<file path="src/rtl/tick_timer_pkg.sv">
`timescale 1ns/1ps
package tick_timer_pkg;

    localparam int SEL_W = 3;

    typedef enum logic [SEL_W-1:0] {
        SEL_CNT_LO = 3'd0,
        SEL_CNT_HI = 3'd1,
        SEL_CTRL   = 3'd2,
        SEL_STAT   = 3'd3,
        SEL_CMP_LO = 3'd4,
        SEL_CMP_HI = 3'd5,
        SEL_STEP   = 3'd6,
        SEL_NONE   = 3'd7
    } reg_sel_e;

    // bit0 run, bit1 compare enable, bit2 interrupt enable, bit3 auto-reload
    typedef struct packed {
        logic auto_en;
        logic irq_en;
        logic cmp_en;
        logic run;
    } ctrl_t;

    localparam int CTRL_W = $bits(ctrl_t);
    localparam int NHALF  = 2;

    function automatic reg_sel_e decode_sel(input logic [SEL_W-1:0] a);
        return reg_sel_e'(a);
    endfunction

endpackage

</file>
<file path="src/rtl/tick_counter.sv">
`timescale 1ns/1ps
module tick_counter #(
    parameter int CNT_W = 64
) (
    input  logic             clk,
    input  logic             rst,
    input  logic             run,
    output logic [CNT_W-1:0] cnt
);

    always_ff @(posedge clk) begin
        if (rst) begin
            cnt <= '0;
        end else if (run) begin
            cnt <= cnt + CNT_W'(1);
        end
    end

endmodule

</file>
<file path="src/rtl/tick_compare.sv">
`timescale 1ns/1ps
module tick_compare
    import tick_timer_pkg::*;
#(
    parameter int HALF_W = 32
) (
    input  logic                       clk,
    input  logic                       rst,
    input  logic [NHALF*HALF_W-1:0]    cnt,
    input  ctrl_t                      ctrl,
    input  logic [HALF_W-1:0]          step,
    input  logic [NHALF-1:0]           cmp_wr,
    input  logic [HALF_W-1:0]          wr_half,
    input  logic                       stat_clr,
    output logic [NHALF*HALF_W-1:0]    cmp_val,
    output logic                       pending,
    output logic                       irq_pulse
);

    localparam int CW = NHALF * HALF_W;

    logic [CW-1:0] cmp_q;
    logic [CW-1:0] cmp_d;
    logic [CW-1:0] cmp_sum;
    logic          match_now;
    logic          seen_q;
    logic          hit;
    logic          reload;

    assign match_now = ctrl.cmp_en && (cnt >= cmp_q);
    assign hit       = match_now && !seen_q;
    assign reload    = hit && ctrl.auto_en;
    assign cmp_sum   = cmp_q + CW'(step);

    // a software write to a half takes priority over the reload of that half
    for (genvar h = 0; h < NHALF; h++) begin : g_half
        assign cmp_d[h*HALF_W +: HALF_W] =
            cmp_wr[h] ? wr_half :
            reload    ? cmp_sum[h*HALF_W +: HALF_W] :
                        cmp_q[h*HALF_W +: HALF_W];
    end

    always_ff @(posedge clk) begin
        if (rst) begin
            cmp_q     <= '0;
            seen_q    <= 1'b0;
            pending   <= 1'b0;
            irq_pulse <= 1'b0;
        end else begin
            cmp_q     <= cmp_d;
            // a reload re-arms detection so the next period can fire again
            seen_q    <= match_now && !reload;
            irq_pulse <= hit && ctrl.irq_en;
            if (hit) begin
                pending <= 1'b1;
            end else if (stat_clr) begin
                pending <= 1'b0;
            end
        end
    end

    assign cmp_val = cmp_q;

endmodule

</file>
<file path="src/rtl/tick_regs.sv">
`timescale 1ns/1ps
module tick_regs
    import tick_timer_pkg::*;
#(
    parameter int HALF_W = 32,
    parameter int BUS_W  = 32
) (
    input  logic                    clk,
    input  logic                    rst,
    input  logic [SEL_W-1:0]        bus_addr,
    input  logic                    bus_wr,
    input  logic [BUS_W-1:0]        bus_wdata,
    input  logic [NHALF*HALF_W-1:0] cnt_val,
    input  logic [NHALF*HALF_W-1:0] cmp_val,
    input  logic                    pending,
    output ctrl_t                   ctrl,
    output logic [HALF_W-1:0]       step,
    output logic [NHALF-1:0]        cmp_wr,
    output logic [HALF_W-1:0]       wr_half,
    output logic                    stat_clr,
    output logic [BUS_W-1:0]        bus_rdata
);

    reg_sel_e sel;

    assign sel      = decode_sel(bus_addr);
    assign wr_half  = bus_wdata[HALF_W-1:0];
    assign cmp_wr   = {bus_wr && (sel == SEL_CMP_HI), bus_wr && (sel == SEL_CMP_LO)};
    assign stat_clr = bus_wr && (sel == SEL_STAT) && bus_wdata[0];

    always_ff @(posedge clk) begin
        if (rst) begin
            ctrl <= '0;
            step <= '0;
        end else if (bus_wr) begin
            case (sel)
                SEL_CTRL: ctrl <= ctrl_t'(bus_wdata[CTRL_W-1:0]);
                SEL_STEP: step <= bus_wdata[HALF_W-1:0];
                default:  ;
            endcase
        end
    end

    always_comb begin
        bus_rdata = '0;
        case (sel)
            SEL_CNT_LO: bus_rdata = BUS_W'(cnt_val[HALF_W-1:0]);
            SEL_CNT_HI: bus_rdata = BUS_W'(cnt_val[NHALF*HALF_W-1:HALF_W]);
            SEL_CTRL:   bus_rdata = BUS_W'(ctrl);
            SEL_STAT:   bus_rdata = BUS_W'(pending);
            SEL_CMP_LO: bus_rdata = BUS_W'(cmp_val[HALF_W-1:0]);
            SEL_CMP_HI: bus_rdata = BUS_W'(cmp_val[NHALF*HALF_W-1:HALF_W]);
            SEL_STEP:   bus_rdata = BUS_W'(step);
            default:    bus_rdata = '0;
        endcase
    end

endmodule

</file>
<file path="src/rtl/tick_timer.sv">
`timescale 1ns/1ps
module tick_timer
    import tick_timer_pkg::*;
#(
    parameter int HALF_W = 32,
    parameter int BUS_W  = 32
) (
    input  logic             clk,
    input  logic             rst,
    input  logic [2:0]       bus_addr,
    input  logic             bus_wr,
    input  logic [BUS_W-1:0] bus_wdata,
    output logic [BUS_W-1:0] bus_rdata,
    output logic             irq_pulse
);

    localparam int CW = NHALF * HALF_W;

    ctrl_t             ctrl_q;
    logic [HALF_W-1:0] step_q;
    logic [NHALF-1:0]  cmp_wr;
    logic [HALF_W-1:0] wr_half;
    logic              stat_clr;
    logic [CW-1:0]     cnt_q;
    logic [CW-1:0]     cmp_q;
    logic              pend_q;

    tick_regs #(.HALF_W(HALF_W), .BUS_W(BUS_W)) regs_i (
        .clk       (clk),
        .rst       (rst),
        .bus_addr  (bus_addr),
        .bus_wr    (bus_wr),
        .bus_wdata (bus_wdata),
        .cnt_val   (cnt_q),
        .cmp_val   (cmp_q),
        .pending   (pend_q),
        .ctrl      (ctrl_q),
        .step      (step_q),
        .cmp_wr    (cmp_wr),
        .wr_half   (wr_half),
        .stat_clr  (stat_clr),
        .bus_rdata (bus_rdata)
    );

    tick_counter #(.CNT_W(CW)) cnt_i (
        .clk (clk),
        .rst (rst),
        .run (ctrl_q.run),
        .cnt (cnt_q)
    );

    tick_compare #(.HALF_W(HALF_W)) cmp_i (
        .clk       (clk),
        .rst       (rst),
        .cnt       (cnt_q),
        .ctrl      (ctrl_q),
        .step      (step_q),
        .cmp_wr    (cmp_wr),
        .wr_half   (wr_half),
        .stat_clr  (stat_clr),
        .cmp_val   (cmp_q),
        .pending   (pend_q),
        .irq_pulse (irq_pulse)
    );

endmodule

</file>
<file path="config.mk">
export PLATFORM = sky130hd
export DESIGN_NAME = tick_timer
export DESIGN_NICKNAME = d
export VERILOG_FILES = /design/src/rtl/tick_timer_pkg.sv /design/src/rtl/tick_counter.sv /design/src/rtl/tick_compare.sv /design/src/rtl/tick_regs.sv /design/src/rtl/tick_timer.sv
export SDC_FILE = /design/constraint.sdc
export NUM_CORES = 1
export LEC_CHECK = 0
export BUFFER_PORTS_ARGS = -buffer_cell sky130_fd_sc_hd__buf_4
export CAP_MARGIN = 20
export CORE_MARGIN = 3
export CORE_UTILIZATION = 49
export DETAILED_ROUTE_END_ITERATION = 10
export PLACE_DENSITY = 0.63
export SYNTH_ARGS = -nofsm -noshare
export SYNTH_HDL_FRONTEND = slang
export SYNTH_SLANG_ARGS = --single-unit
export TNS_END_PERCENT = 50
</file>
<file path="constraint.sdc">
create_clock -name clk -period 7.2 [get_ports clk]
set_input_delay 0.72 -clock clk [delete_from_list [all_inputs] [get_ports clk]]
set_output_delay 0.72 -clock clk [all_outputs]
set_load 0.01 [all_outputs]
</file>
==> impl_metrics.py, run 1 <==
metrics = {
    "run_status": {
        "status": "completed",
    },
    "die": {
        "coreArea_um2": 23610,
        "die_area_um2": 26070,
        "die_h_um": 161.5,
        "pin_count": 71,
        "rows": 56,
        "start_util": 0.5015,
        "die_width_um": 161.5,
    },
    "synthesis": {
        "synthFlopType": "dfxtp_1",
        "synth_cell_types": 68,
        "synth_area_um2": 11840,
        "ys.warnings.count": 0,
        "synthArstFlopShare": 0,
        "post_synth.cell_area_avg_um2": 7.739,
        "syn_nets": 1666,
        "yosysSeqAreaShare": 0.2823,
        "ys_ff_latch": 167,
        "syn_inst": 1530,
        "synth_edf_count": 0,
    },
    "cells_and_area": {
        "final_cell_mix": "nand2_1 (195), nor2_1 (169), dfxtp_1 (167), a21oi_1 (136), inv_1 (108)",
        "antenna_cells": 0,
        "multi_input_area_um2": 7795,
        "nFillCells": 2281,
        "regArea_um2": 3343,
        "layout.nets": 1687,
        "layoutNonFillerInstCount": 1883,
        "synthToLayoutAreaGrowth_pct": 10.86,
        "drive_gt1_frac": 0.1042,
        "final_common_cell": "nand2_1",
    },
    "placed_design": {
        "gp_congestion": 0.9410,
        "dp_slack_ns": 2.602,
        "dp_hpwl_um": 29140,
        "numPortBuffers": 70,
        "dp.cells": 1851,
    },
    "clocking": {
        "h-tree-depth": 4,
        "cts_setup_buffers": 0,
        "root_buffer": "clkbuf_16",
        "post_cts_resized": 0,
        "clock_latency_ns": 0.44,
        "cts_hold_buf": 0,
        "cts_made_buffers": 17,
        "cts.clk_slew.worst_paths_ns": 0.08,
        "cts_tree": "yes",
        "cts_max_path_buffers": 2,
        "cts.sinks": 167,
    },
    "drt": {
        "drt_pass1_iterations": 6,
        "drc": 0,
        "wire_per_inst_um": 20.66,
        "wl_um": 38910,
        "vias": 11240,
        "drtIter0Drc": 928,
        "ant_nets": 0,
        "via_per_inst": 5.968,
    },
    "setup_path": {
        "critPathArrivalTime_ns": 5.05,
        "crit_fanout": 9,
        "critPathLaunch": "cmp_i.cmp_val[0]",
        "crit_type": "reg -> reg",
        "startpoint_type": "register",
        "reg2reg_from": "cmp_i.cmp_val[0]",
        "crit_required_ns": 7.53,
        "worstSetupEndpointType": "register",
    },
    "timing": {
        "fin_crit_sh": 0.6550,
        "setup_ws_ns": 2.484,
        "fin_crit_ns": 4.716,
        "skew_ns": 0.01537,
        "relSlewSlack": 0.3064,
        "hold_viol_final": 0,
        "rsz0062_at_grt": "false",
        "final_max_slew_viol_count": 0,
        "setup_viol": 0,
        "tns_ns": 0,
        "worstMarginPinSlew_ns": 1.040,
        "max_freq_mhz": 212.0,
    },
    "power": {
        "cellPowerDensity_nw_per_um2": 160.5,
        "power_frac_clock": 0.446,
        "combPwrFrac": 0.099,
        "power.switching_uw": 589.7,
        "switching_share": 0.2800,
        "p_seq_frac": 0.455,
        "leakagePower_nw": 5.087,
        "ir_drop_mv": 0.1506,
        "p_int_mw": 1.517,
    },
    "global_routing": {
        "track_usage": 0.2998,
        "overflow": 0,
        "grt_pass1_vias": 10850,
        "antenna_found_initial": 0,
        "grt_max_degree": 89,
        "grt_pass1_wl_um": 61280,
    },
    "hold_path": {
        "min_from": "regs_i.step[2]",
        "hold_path_class": "reg -> reg",
    },
    "run": {
        "maxCapViolations": 0,
    },
}
sequential cells by signal, indices dropped and copies added, names as in the netlist:
| signal | count |
|---|---|
| regs_i.ctrl | 4 |
| regs_i.step | 32 |
| cmp_i.irq_pulse | 1 |
| cmp_i.pending | 1 |
| cmp_i.cmp_val | 64 |
| cnt_i.cnt | 64 |
| cmp_i.seen_q | 1 |
cell families (layout without fill, tap and decap cells):
kind of cell,Yosys count,in the layout,share of synthesized area
multiplexers,42,42,0.06541
adder cells (fa/ha/maj),98,98,0.1042
buffers and inverters,187,221,0.06086
AND/OR/NAND/NOR,577,577,0.2297
flip-flops,167,167,0.2823
XOR/XNOR,88,88,0.06509
AO/OA/AOI/OAI,371,371,0.1924
critical path: stages (launching register included):
cell	delay [ns]
dfxtp_1	0.39
ha_1	0.22
inv_1	0.06
fa_1	0.40
nor2b_1	0.17
o211ai_1	0.23
a211o_1	0.38
a21oi_1	0.37
o21ai_0	0.33
a21oi_1	0.53
o211ai_1	0.51
buf_4	0.36
or4_1	0.39
a311oi_1	0.25
path summary, 6_finish.rpt:
kind	depth (start not counted)	slack, ns	to
min reg2reg	2	0.48	regs_i.step[2]
max reg2reg	13	2.48	cmp_i.cmp_val[46]
max	13	2.48	cmp_i.cmp_val[46]
min	2	0.48	regs_i.step[2]
synthesized netlist by cell type, types with 6 or more instances:
cell / instances / area (µm²)
a311oi_1: 22 / 192.7
and4_1: 11 / 96.34
mux4_2: 28 / 630.6
nor4_1: 8 / 50.05
nand3_1: 49 / 245.2
and3_1: 16 / 100.1
nand4_1: 31 / 193.9
a21o_1: 25 / 187.7
dfxtp_1: 167 / 3343
xor2_1: 48 / 420.4
mux2i_1: 11 / 110.1
o21ai_0: 87 / 435.4
and2_1: 7 / 43.79
nor2_1: 169 / 634.4
a211oi_1: 36 / 270.3
nor3_1: 21 / 105.1
buf_1: 9 / 33.78
buf_2: 6 / 30.03
inv_1: 108 / 405.4
a21oi_1: 136 / 680.7
or4_1: 10 / 75.07
or3_1: 29 / 181.4
clkbuf_1: 61 / 229.0
nand2_1: 195 / 732.0
a31oi_1: 8 / 50.05
xnor2_1: 40 / 350.3
ha_1: 97 / 1214
o21a_1: 6 / 45.04
nor2b_1: 7 / 43.79
o31ai_1: 10 / 75.07
o211ai_1: 11 / 82.58
power groups by stage:
stage	Clock [mW]	Combinational (mW)	Sequential, mW
6_report	0.939	0.209	0.958
3_3_place_gp	0	0.206	0.978
5_1_grt	0.984	0.229	0.960
4_1_cts	0.944	0.208	0.957
3_5_place_dp	0	0.207	0.979
2_1_floorplan	0	0.135	0.972
stage by stage:
stage	hold slack (ns)	power [mW]	util	area, µm²
floorplan	0.4496	1.107	-	11840
global placement	0.4636	1.184	0.5311	12540
detailed placement	0.4719	1.186	0.5314	12550
CTS	0.4821	2.109	0.5560	13130
global route	0.5044	2.173	0.5560	13130
finish	0.4802	2.106	0.5560	13130
layout make-up:
class                   instances  area share
multi-input cells            1176      0.5938
flip-flops and latches        167      0.2547
clock buffers                  19     0.03374
clock inverters                13     0.01048
inverters                     109     0.03117
repair buffers                 80     0.04575
well taps                     319     0.03040
per-layer routing:
layer	up-vias	global-route usage	routed length (µm)
li1	5474	-	-
met1	5327	0.3913	17060
met2	364	0.5048	18430
met3	72	0.04181	2082
met4	0	0.1134	1329
met5	-	0	0
Power figures use the tool's default switching activity.
==> inputs of run 2 (changes only) <==
--- a/config.mk
+++ b/config.mk
@@ -5,12 +5,13 @@
 export SDC_FILE = /design/constraint.sdc
 export NUM_CORES = 1
 export LEC_CHECK = 0
+export ABC_AREA = 1
 export BUFFER_PORTS_ARGS = -buffer_cell sky130_fd_sc_hd__buf_4
 export CAP_MARGIN = 20
 export CORE_MARGIN = 3
 export CORE_UTILIZATION = 49
 export DETAILED_ROUTE_END_ITERATION = 10
-export PLACE_DENSITY = 0.63
+export PLACE_DENSITY = 0.66
 export SYNTH_ARGS = -nofsm -noshare
 export SYNTH_HDL_FRONTEND = slang
 export SYNTH_SLANG_ARGS = --single-unit
==> constraint.sdc (replaced) <==
create_clock -name clk -period 4.2 [get_ports clk]
set_input_delay 0.42 -clock clk [delete_from_list [all_inputs] [get_ports clk]]
set_output_delay 0.42 -clock clk [all_outputs]
set_load 0.01 [all_outputs]
==> run 2 against run 1 <==
  * Hold slack got worse by 0.19 ns
  * Critical endpoint is now cmp_i.cmp_val[0]
  * Highest routed layer unchanged
  * Cell area rose by 19%
  * Wire length rose by 58%
  * Clock skew fell by 0.0026 ns
  * Count of clock-buffer cells in the layout rose by 3
  * Register-to-register slack got worse by 1.4 ns
  * Critical path depth rose by 4
  * Critical path type unchanged
  * Worst setup slack got worse by 1.4 ns
==> impl_metrics.py, run 2 <==
metrics = {
    "synthesis": {
        "ys_ff_latch": 167,
        "synthArstFlopShare": 0,
        "post_synth.cell_area_avg_um2": 5.989,
        "yosysMostFrequentCell": "nand2_1",
        "post-synth-top-area-cell": "dfxtp_1",
        "synthTopCellsByCount": "nand2_1 (697), inv_1 (326), a21oi_1 (219)",
        "syn_inst": 2361,
        "synth_area_um2": 14140,
        "synth_cell_types": 47,
        "ys.warnings.count": 0,
        "synthFlopType": "dfxtp_1",
        "synth_edf_count": 0,
        "yosysSeqAreaShare": 0.2364,
        "synth_area_leaders": "dfxtp_1 (24%), nand2_1 (19%), inv_1 (8.7%)",
        "syn_nets": 2497,
        "synth.top_cell.area_share": 0.2364,
    },
    "clocking": {
        "post_cts_resized": 0,
        "clock_latency_ns": 0.44,
        "h-tree-depth": 4,
        "cts_made_buffers": 17,
        "cts_hold_buf": 0,
        "cts_tree": "yes",
        "root_buffer": "clkbuf_16",
        "cts.sinks": 167,
        "cts_setup_buffers": 0,
        "cts_max_path_buffers": 2,
        "cts.clk_slew.worst_paths_ns": 0.07,
    },
    "run": {
        "maxCapViolations": 0,
    },
    "placed_design": {
        "dp.cells": 2760,
        "dp_hpwl_um": 48840,
        "numPortBuffers": 70,
        "dpl_cell_area_um2": 14980,
        "gp_congestion": 1.042,
    },
    "setup_path": {
        "crit_end": "cmp_i.cmp_val[0]",
        "critPathMostFrequentCell": "nor2_1",
        "rr_worst_depth": 17,
        "path_cells": "inv_1 > ha_1 > nand2_1 > nor2_1 > nand4_1 > nor2_1 > nand2_1 > nor2_1 > nand2_1 > nand2_2 > nand4_4 > buf_4 > nand2_2 > buf_4 > inv_1 > nor2_1 > nor2_1",
        "crit_slowest_cell": "dfxtp_1",
        "r2r_setup_slack_ns": 1.08,
        "reg2reg_from": "cmp_i.cmp_val[61]",
        "slowest_delay_ns": 0.41,
        "critical_path.top_delay_family": "simple AND/OR/NAND/NOR gates",
        "crit_type": "reg -> reg",
        "critPathLaunch": "cmp_i.cmp_val[61]",
        "critPathArrivalTime_ns": 3.45,
        "r2r_end": "cmp_i.cmp_val[0]",
        "startpoint_type": "register",
        "crit_fanout": 41,
        "crit_required_ns": 4.53,
        "cp.depth": 17,
        "critPathBufInv": 4,
        "worstSetupEndpointType": "register",
    },
    "cells_and_area": {
        "nFillCells": 2988,
        "stdcell_area_um2": 15570,
        "layoutNonFillerInstCount": 2793,
        "multi_input_area_um2": 9181,
        "synthToLayoutAreaGrowth_pct": 10.11,
        "regArea_um2": 3343,
        "antenna_cells": 0,
        "final_common_cell": "nand2_1",
        "drive_gt1_frac": 0.07371,
        "layout.nets": 2538,
        "final_cell_mix": "nand2_1 (697), inv_1 (326), a21oi_1 (219), nor2_1 (192), nand3_1 (192)",
    },
    "global_routing": {
        "overflow": 0,
        "grt_pass1_vias": 15430,
        "grt_pass1_wl_um": 91980,
        "track_usage": 0.3931,
        "antenna_found_initial": 0,
        "grt_max_degree": 79,
    },
    "power": {
        "power_mw": 3.493,
        "cellPowerDensity_nw_per_um2": 224.3,
        "leakagePower_nw": 6.599,
        "ir_drop_mv": 0.2789,
    },
    "timing": {
        "tns_ns": 0,
        "max_freq_mhz": 320.3,
        "fin_crit_ns": 3.122,
        "rsz0062_at_grt": "false",
        "relSlewSlack": 0.2902,
        "worstMarginPinSlew_ns": 1.058,
        "fin_crit_sh": 0.7433,
        "final_max_slew_viol_count": 0,
        "fin_hold_ws_ns": 0.2894,
        "hold_viol_final": 0,
        "setup_viol": 0,
        "skew_ns": 0.01274,
    },
    "die": {
        "die_width_um": 175.9,
        "coreArea_um2": 28090,
        "start_util": 0.5034,
        "die_h_um": 175.9,
        "rows": 61,
        "die_area_um2": 30930,
        "pin_count": 71,
    },
    "run_status": {
        "status": "completed",
    },
    "hold_path": {
        "min_from": "bus_wdata[8]",
        "hold_path_class": "in -> reg",
    },
    "drt": {
        "vias": 16510,
        "drt_pass1_iterations": 7,
        "wl_um": 61540,
        "drc": 0,
        "via_per_inst": 5.910,
        "wire_per_inst_um": 22.03,
        "ant_nets": 0,
        "drtIter0Drc": 1894,
    },
}
## run 2: cell count changes after synthesis, moves of 24 or more
cell,before,now
nand3_1,49,192
o221ai_1,1,26
or3_1,29,0
mux4_2,28,0
a21oi_1,136,219
a211oi_1,36,2
nor2_1,169,193
nor3_1,21,63
nand2_1,195,697
xor2_1,48,16
inv_1,108,326
## run 2: logic make-up (layout without fill, tap and decap cells)
| group | after synthesis | in the layout | share of synthesized area |
|---|---|---|---|
| compound gates | 416 | 416 | 0.1654 |
| buf+inv | 410 | 464 | 0.1151 |
| fa+ha+maj | 98 | 98 | 0.08725 |
| xor+xnor | 37 | 37 | 0.02292 |
| simple gates | 1233 | 1233 | 0.3729 |
| flops | 167 | 167 | 0.2364 |
## run 2: final cells by class
cell class / instances / area share
clock buffer: 22 / 0.03046
tap: 378 / 0.03038
sequential: 167 / 0.2147
timing repair buffer: 97 / 0.04758
multi-input combinational: 1784 / 0.5897
clock inverter: 10 / 0.006188
inverter: 335 / 0.08093
## run 2: report_power, final
| part | leakage, nW | internal, mW | switching [mW] |
|---|---|---|---|
| Sequential | 1.35 | 1.60 | 0.0190 |
| Combinational | 4.97 | 0.0860 | 0.210 |
| Clock | 0.280 | 0.867 | 0.713 |
## run 2: metrics by stage
| step | setup slack, ns | util |
|---|---|---|
| after floorplan | 2.034 | - |
| after global placement | 1.209 | 0.5333 |
| after detailed placement | 1.179 | 0.5333 |
| after CTS | 1.159 | 0.5536 |
| after global routing | 0.8156 | 0.5543 |
| final | 1.078 | 0.5543 |
## run 2: per-layer routing
layer  wire, µm  global-route usage
met1      25840              0.5395
met4       3976              0.2194
met3       6947             0.08647
met5          0                   0
met2      24780              0.5689
## run 2: how the worst min path moves through the flow
stage | end | slack (ns) | depth (start not counted)
4_1_cts | regs_i.ctrl[1] | 0.28 | 3
5_1_grt | regs_i.step[24] | 0.29 | 3
2_1_floorplan | cmp_i.irq_pulse | 0.44 | 2
6_report | regs_i.step[8] | 0.29 | 3
3_5_place_dp | cmp_i.irq_pulse | 0.48 | 2
3_3_place_gp | cmp_i.pending | 0.45 | 2
## run 2: worst reg2reg max path, delay by kind of cell, from the launching register on
| family | cells | cell delay [ns] |
|---|---|---|
| adder cells (fa/ha/maj) | 1 | 0.31 |
| AND/OR/NAND/NOR | 12 | 1.37 |
| flip-flops | 1 | 0.41 |
| buffers and inverters | 4 | 0.92 |
==> inputs of run 3 (changes only) <==
--- a/config.mk
+++ b/config.mk
@@ -5,13 +5,13 @@
 export SDC_FILE = /design/constraint.sdc
 export NUM_CORES = 1
 export LEC_CHECK = 0
-export ABC_AREA = 1
+export ABC_AREA = 0
 export BUFFER_PORTS_ARGS = -buffer_cell sky130_fd_sc_hd__buf_4
 export CAP_MARGIN = 20
 export CORE_MARGIN = 3
 export CORE_UTILIZATION = 49
 export DETAILED_ROUTE_END_ITERATION = 10
-export PLACE_DENSITY = 0.66
+export PLACE_DENSITY = 0.63
 export SYNTH_ARGS = -nofsm -noshare
 export SYNTH_HDL_FRONTEND = slang
 export SYNTH_SLANG_ARGS = --single-unit
==> constraint.sdc (replaced) <==
create_clock -name clk -period 3 [get_ports clk]
set_input_delay 0.3 -clock clk [delete_from_list [all_inputs] [get_ports clk]]
set_output_delay 0.3 -clock clk [all_outputs]
set_load 0.01 [all_outputs]
==> run 3 against run 2 <==
  * Wire length decreased by 29%
  * Largest power group is now clock
  * Sequential cell count unchanged
  * Fmax decreased by 4.2%
  * Global-route usage decreased by 6.9 points
  * Clock skew increased by 0.0052 ns
  * The run now ends with negative setup slack left
  * Critical endpoint is now cmp_i.cmp_val[52]
  * Power increased by 52%
  * Count of clock-buffer cells in the layout decreased by 4
==> impl_metrics.py, run 3 (synthesis gave the netlist of run 1 again) <==
metrics = {
    "die": {
        "pin_count": 71,
        "die_h_um": 161.5,
        "coreArea_um2": 23610,
        "rows": 56,
        "die_area_um2": 26070,
        "die_width_um": 161.5,
        "start_util": 0.5015,
    },
    "clocking": {
        "cts_made_buffers": 17,
        "cts_tree": "yes",
        "cts.sinks": 167,
        "clock_latency_ns": 0.45,
        "root_buffer": "clkbuf_16",
        "cts_max_path_buffers": 2,
        "h-tree-depth": 4,
        "cts.clk_slew.worst_paths_ns": 0.08,
        "cts_hold_buf": 0,
    },
    "power": {
        "power.switching_mw": 1.504,
        "p_seq_frac": 0.431,
        "leakagePower_nw": 6.574,
        "cellPowerDensity_nw_per_um2": 337.8,
        "p_int_mw": 3.807,
        "power_frac_clock": 0.443,
        "ir_drop_mv": 0.3807,
        "switching_share": 0.2832,
        "combPwrFrac": 0.126,
    },
    "setup_path": {
        "crit_type": "reg -> reg",
        "worstSetupEndpointType": "register",
        "rr_worst_depth": 13,
        "startpoint_type": "register",
        "r2r_setup_slack_ns": -0.26,
        "critPathArrivalTime_ns": 3.58,
        "crit_fanout": 4,
        "crit_required_ns": 3.32,
    },
    "drt": {
        "drtIter0Drc": 1177,
        "ant_nets": 0,
        "drc": 0,
        "wire_per_inst_um": 20.40,
        "drt_pass1_iterations": 6,
        "wl_um": 43820,
        "via_per_inst": 5.933,
        "vias": 12750,
    },
    "timing": {
        "fin_crit_sh": 1.086,
        "fin_crit_ns": 3.258,
        "final_max_slew_viol_count": 0,
        "setup_viol": 53,
        "setup_ws_ns": -0.2576,
        "max_freq_mhz": 307.0,
        "skew_ns": 0.01792,
        "tns_ns": -5.007,
        "worstMarginPinSlew_ns": 0.8668,
        "hold_viol_final": 0,
        "rsz0062_at_grt": "true",
        "relSlewSlack": 0.4221,
    },
    "placed_design": {
        "dp_slack_ns": -0.4063,
        "dp_hpwl_um": 32250,
        "dpl_cell_area_um2": 14400,
        "gp_congestion": 0.9569,
        "numPortBuffers": 70,
    },
    "run_status": {
        "violations": "negative setup slack",
        "status": "complete, but fails checks",
    },
    "run": {
        "maxCapViolations": 0,
    },
    "global_routing": {
        "grt_pass1_vias": 11930,
        "grt_max_degree": 106,
        "grt_pass1_wl_um": 66030,
        "track_usage": 0.3245,
        "antenna_found_initial": 0,
        "overflow": 0,
    },
    "hold_path": {
        "hold_depth": 3,
        "hold_path_class": "in -> reg",
    },
    "cells_and_area": {
        "fin_util": 0.6657,
        "drive_gt1_frac": 0.2723,
        "final_common_cell": "buf_4",
        "final_cell_mix": "buf_4 (329), nand2_1 (194), nor2_1 (164), dfxtp_1 (157), a21oi_1 (129)",
        "stdcell_area_um2": 15720,
        "synthToLayoutAreaGrowth_pct": 32.76,
        "antenna_cells": 0,
        "layout.nets": 1952,
    },
}
==> run 3: cell count changes in the layout (fill, tap and decap cells not counted), moves of 29 or more <==
cell     previous run  this run
or3_1               0        29
inv_1             326       100
nor3_1             62        19
buf_4              96       329
xor2_1             16        48
a21oi_1           219       129
nand2_1           697       194
nand3_1           192        44
==> run 3: path summary, 6_finish.rpt <==
kind                  startpoint                 to
setup / recovery  regs_i.step[0]  cmp_i.cmp_val[52]
hold / removal      bus_wdata[1]   cmp_i.cmp_val[1]
setup reg to reg  regs_i.step[0]  cmp_i.cmp_val[52]
hold reg to reg   regs_i.step[1]     regs_i.step[1]
==> run 3: routing by layer <==
metal	wire [µm]	track usage	share of wire
met2	20980	0.5512	0.48
met3	2577	0.03898	0.059
met5	0	0	0
met1	17840	0.4070	0.41
met4	2420	0.1627	0.055
==> run 3: final cells by class <==
class                           instances  area, µm²
Clock buffer                           18      429.2
Inverter                              109      409.1
Tap cell                              319      399.1
Fill cell                            2053       7893
Multi-Input combinational cell       1177       8217
Timing Repair Buffer                  344       2733
Sequential cell                       167       3356
Clock inverter                         14      177.7
==> run 3: what timing repair did <==
item / 4_1_cts / 5_1_grt
endpoints found under the hold margin: 0 / 0
endpoints found under the setup margin: 66 / 67
gates resized for setup: 38 / 68
cloned: 3 / 2
pin swaps: 27 / 33
buffers inserted: 8 / 12
==> run 3: power by group through the flow <==
stage          Sequential (mW)  Clock, mW  Combinational [mW]
6_report                  2.29       2.35               0.670
5_1_grt                   2.29       2.45               0.718
4_1_cts                   2.29       2.37               0.639
3_5_place_dp              2.34          0               0.617
3_3_place_gp              2.33          0               0.610
2_1_floorplan             2.33          0               0.325
==> run 3: worst max-delay path, cell delays in order (launching register included) <==
cell,delay [ns]
dfxtp_2,0.36
ha_4,0.14
inv_2,0.03
fa_2,0.34
nor2b_2,0.14
o211ai_1,0.23
a211o_1,0.39
a21oi_4,0.23
o21ai_4,0.09
a21oi_2,0.18
buf_4,0.15
o21ai_4,0.07
or4_4,0.43
a311oi_1,0.34
==> run 3: stage by stage <==
| step | instances | total power [mW] | hold WS, ns |
|---|---|---|---|
| floorplan | 1530 | 2.658 | 0.4360 |
| global placement | 2091 | 2.945 | 0.4612 |
| detailed placement | 2091 | 2.953 | 0.4692 |
| CTS | 2134 | 5.297 | 0.1123 |
| global route | 2148 | 5.462 | 0.1288 |
| finish | 2148 | 5.311 | 0.1176 |
